File: config.mk
export PLATFORM = sky130hd
export DESIGN_NAME = gpio16_lvlirq
export DESIGN_NICKNAME = d
export VERILOG_FILES = /design/src/rtl/gpio16_lvlirq.sv
export SDC_FILE = /design/constraint.sdc
export NUM_CORES = 1
export LEC_CHECK = 0
export CAP_MARGIN = 20
export CORE_ASPECT_RATIO = 0.75
export CORE_MARGIN = 5
export CORE_UTILIZATION = 52
export CTS_CLUSTER_DIAMETER = 40
export DETAILED_ROUTE_END_ITERATION = 10
export PLACE_DENSITY = 0.95
export RECOVER_POWER = 25
export SKIP_CTS_REPAIR_TIMING = 1
export SLEW_MARGIN = 40
export SYNTH_ARGS = -nofsm -noshare
export SYNTH_HDL_FRONTEND = slang
export SYNTH_SLANG_ARGS = --single-unit
File: constraint.sdc
create_clock -name clk -period 3.4 [get_ports clk]
set_input_delay 0.34 -clock clk [delete_from_list [all_inputs] [get_ports clk]]
set_output_delay 0.34 -clock clk [all_outputs]
set_load 0.05 [all_outputs]
File: src/rtl/gpio16_lvlirq.sv
module gpio16_lvlirq #(
  parameter int W = 16
) (
  input  logic         clk,
  input  logic         por_n,
  input  logic         mrst_n,
  input  logic         wr_en,
  input  logic [1:0]   addr,
  input  logic [W-1:0] wdata,
  output logic [W-1:0] rdata,
  input  logic [W-1:0] pin_in,
  output logic [W-1:0] pin_out,
  output logic [W-1:0] pin_oe,
  output logic         irq_o
);
  localparam logic [1:0] A_DIR = 2'd0;
  localparam logic [1:0] A_DAT = 2'd1;
  localparam logic [1:0] A_IEN = 2'd2;

  logic [W-1:0] dir_q, dout_q, ien_q;
  logic [W-1:0] sync1, sync2;
  logic [W-1:0] active;
  logic         irq_q;
  logic         live_n;

  assign live_n = por_n & mrst_n;

  always_ff @(posedge clk or negedge por_n) begin
    if (!por_n) begin
      dir_q  <= '0;
      dout_q <= '0;
      ien_q  <= '0;
    end else if (wr_en) begin
      case (addr)
        A_DIR:   dir_q  <= wdata;
        A_DAT:   dout_q <= wdata;
        A_IEN:   ien_q  <= wdata;
        default: ;
      endcase
    end
  end

  always_ff @(posedge clk or negedge live_n) begin
    if (!live_n) begin
      sync1 <= '1;
      sync2 <= '1;
      irq_q <= 1'b0;
    end else begin
      sync1 <= pin_in;
      sync2 <= sync1;
      irq_q <= |active;
    end
  end

  assign active  = ien_q & ~dir_q & ~sync2;
  assign pin_out = dout_q;
  assign pin_oe  = dir_q;
  assign irq_o   = irq_q;

  always_comb begin
    case (addr)
      A_DIR:   rdata = dir_q;
      A_DAT:   rdata = (dir_q & dout_q) | (~dir_q & sync2);
      A_IEN:   rdata = ien_q;
      default: rdata = '0;
    endcase
  end
endmodule

==> results.py <==
metrics = {
    "global_route": {
        "grt_max_degree": 49,
        "grtUsageTotal_pct": 22.05,
        "grt_pass1_vias": 2457,
        "grt_pass1_wl_mm": 13.37,
        "antenna_found_initial": 0,
        "globalRouteOverflowTotal": 0,
    },
    "floorplan": {
        "io_pins": 87,
        "die_w_um": 102.4,
        "dieArea_um2": 8125,
        "start_util_pct": 53.26,
        "die_h_um": 79.33,
        "rows": 25,
        "core_um2": 6256,
    },
    "timing": {
        "period_share_pct": 68.55,
        "fin_skew_ns": 0.007832,
        "setup-tns-final_ns": 0,
        "tightest_slew_ns": 0.7490,
        "fmax_mhz": 429.1,
        "report.final.slew_viol_count": 0,
        "setup_viol": 0,
        "rsz0062_at_grt": "no",
        "min_period_ns": 2.331,
        "hold_viol_final": 0,
        "slew_headroom_pct": 50.07,
    },
    "critical_path": {
        "path_class": "input port to output pin",
        "crit_required_ns": 3.06,
        "cpMaxStageDelayCell": "clkdlybuf4s50_1",
        "slowest_delay_ns": 0.45,
        "crit_buf_inv": 3,
        "crit_chain": "clkdlybuf4s50_1 -> buf_4 -> nand2_1 -> nor2_1 -> a21oi_1 -> o22ai_1 -> buf_12",
        "path_delay_family": "buffers and inverters",
        "crit_path_end_kind": "output pin",
        "startpoint": "addr[0]",
        "rr_startpoint": "sync2[14]",
        "worstPathArrival_ns": 1.99,
        "start_kind": "input port",
        "crit_fanout": 35,
    },
    "yosys": {
        "synth_area_leaders": "dfrtp_1 37%, dfstp_2 25%, mux2_2 16%",
        "syn_inst": 252,
        "synth_seq_cells": 81,
        "ys_seq_area_share_pct": 62.04,
        "avgSynthCellArea_um2": 13.22,
        "yosysTopAreaCellShare_pct": 36.80,
        "synth-warning-count": 0,
        "yosysTopAreaCell": "dfrtp_1",
        "synth.cell_area_um2": 3332,
        "syn_nets": 290,
        "ys_types": 25,
    },
    "placed_design": {
        "port_buffers": 86,
        "placed_cell_area_um2": 4407,
        "place.gp.congestion": 0.8039,
        "dpl.hpwl_mm": 5.541,
    },
    "route": {
        "dr.first_iter.drc_count": 134,
        "wl_mm": 8.220,
        "routed_via_density": 5.587,
        "drc": 0,
        "via_count": 2397,
        "wire_per_inst_um": 19.16,
        "drt_first_pass_iters": 4,
        "antenna_left": 0,
    },
    "cts": {
        "clk_latency_ns": 0.34,
        "path_clk_slew_ns": 0.08,
        "root_buffer": "clkbuf_8",
        "numCtsBuffers": 9,
        "htree_levels": 3,
        "cts.sinks": 81,
        "clockBufferDepth": 2,
        "cts_tree": "yes",
    },
    "min_path": {
        "hold_path.class": "input port to asynchronous set/reset pin",
    },
    "power": {
        "pwr_density_cell_nw_per_um2": 654.0,
        "cellLeakagePower_nw": 1.945,
        "vdd_drop_max_mv": 0.4969,
    },
    "layout": {
        "most-common-layout-cells": "52 x clkdlybuf4s50_1, 49 x dfrtp_1, 48 x mux2_2, 32 x nor2_1, 32 x dfstp_2",
        "drive_gt1_share_pct": 34.77,
        "final_common_cell": "clkdlybuf4s50_1",
        "diodes": 0,
        "fin_nets": 381,
        "syn_to_final_growth_pct": 39.24,
        "finalInstanceArea_um2": 4639,
    },
    "job": {
        "max_cap_viol_count": 0,
    },
    "run_status": {
        "outcome": "completed",
    },
}
-- state kept, by name, summed over array words and instances, names as in the netlist --
name / cells
irq_o: 1
pin_out: 16
sync1: 16
sync2: 16
ien_q: 16
pin_oe: 16
-- final timing paths --
path | to | slack, ns | depth (start not counted)
worst max-delay path | rdata[9] | 1.07 | 7
worst min-delay path | pin_out[5] | 0.19 | 2
worst max register to register | irq_o | 2.04 | 4
worst min register to register | sync2[2] | 0.36 | 0
max in group asynchronous | sync2[1] | 2.00 | 3
min in group clk | sync2[2] | 0.36 | 0
-- per-stage QoR --
step           instances  hold WS [ns]  utilization [%]  power [mW]  setup WS [ns]
2_1_floorplan        252       0.04441                -       1.865          1.115
4_1_cts              428        0.1486            73.74       3.053          1.086
3_5_place_dp         412        0.3468            70.44       2.340          1.127
6_report             429        0.1852            74.16       3.034          1.069
3_3_place_gp         412        0.3454            70.44       2.310          1.188
5_1_grt              429        0.2254            74.16       3.170         0.9862
-- logic make-up after synthesis --
group                  share of synthesized area [%]
buffers and inverters                          2.028
DFF                                            62.04
AOI/OAI and AO/OA                              7.247
muxes                                          20.73
and+or+nand+nor                                7.962
-- final cells by class --
class / count / area (µm²)
Clock buffer: 12 / 155.1
Clock inverter: 4 / 51.30
Fill cell: 425 / 1617
Multi-Input combinational cell: 160 / 1197
Sequential cell: 81 / 2067
Tap cell: 81 / 101.3
Timing Repair Buffer: 91 / 1067
-- synthesized netlist by cell type --
master	count
and4_1	1
buf_1	1
o21ai_0	1
o22ai_1	15
a22o_1	1
a21oi_1	16
dfrtp_1	49
a22oi_1	6
nor2b_2	1
nor2_1	32
buf_4	1
and2_1	1
nor3b_4	1
nand4_1	1
a221oi_1	1
dfstp_2	32
nand2_2	1
mux2i_1	15
nand2b_1	1
buf_2	6
nand2_1	17
mux2_2	48
clkbuf_1	1
nand3b_4	1
buf_6	2
-- per-layer routing --
| metal | GRT usage [%] | share of wire [%] | wire (µm) |
|---|---|---|---|
| met3 | 6.585 | 6.9 | 569 |
| met4 | 7.733 | 1.4 | 115 |
| met5 | 0 | 0 | 0 |
| met1 | 32.18 | 45 | 3734 |
| met2 | 31.19 | 46 | 3800 |
-- power by group --
| group | switching, mW | internal [mW] | leakage [nW] |
|---|---|---|---|
| Sequential | 0.130 | 1.11 | 0.912 |
| Combinational | 0.632 | 0.457 | 0.930 |
| Clock | 0.326 | 0.380 | 0.103 |
(Power assumes the default switching activity.)
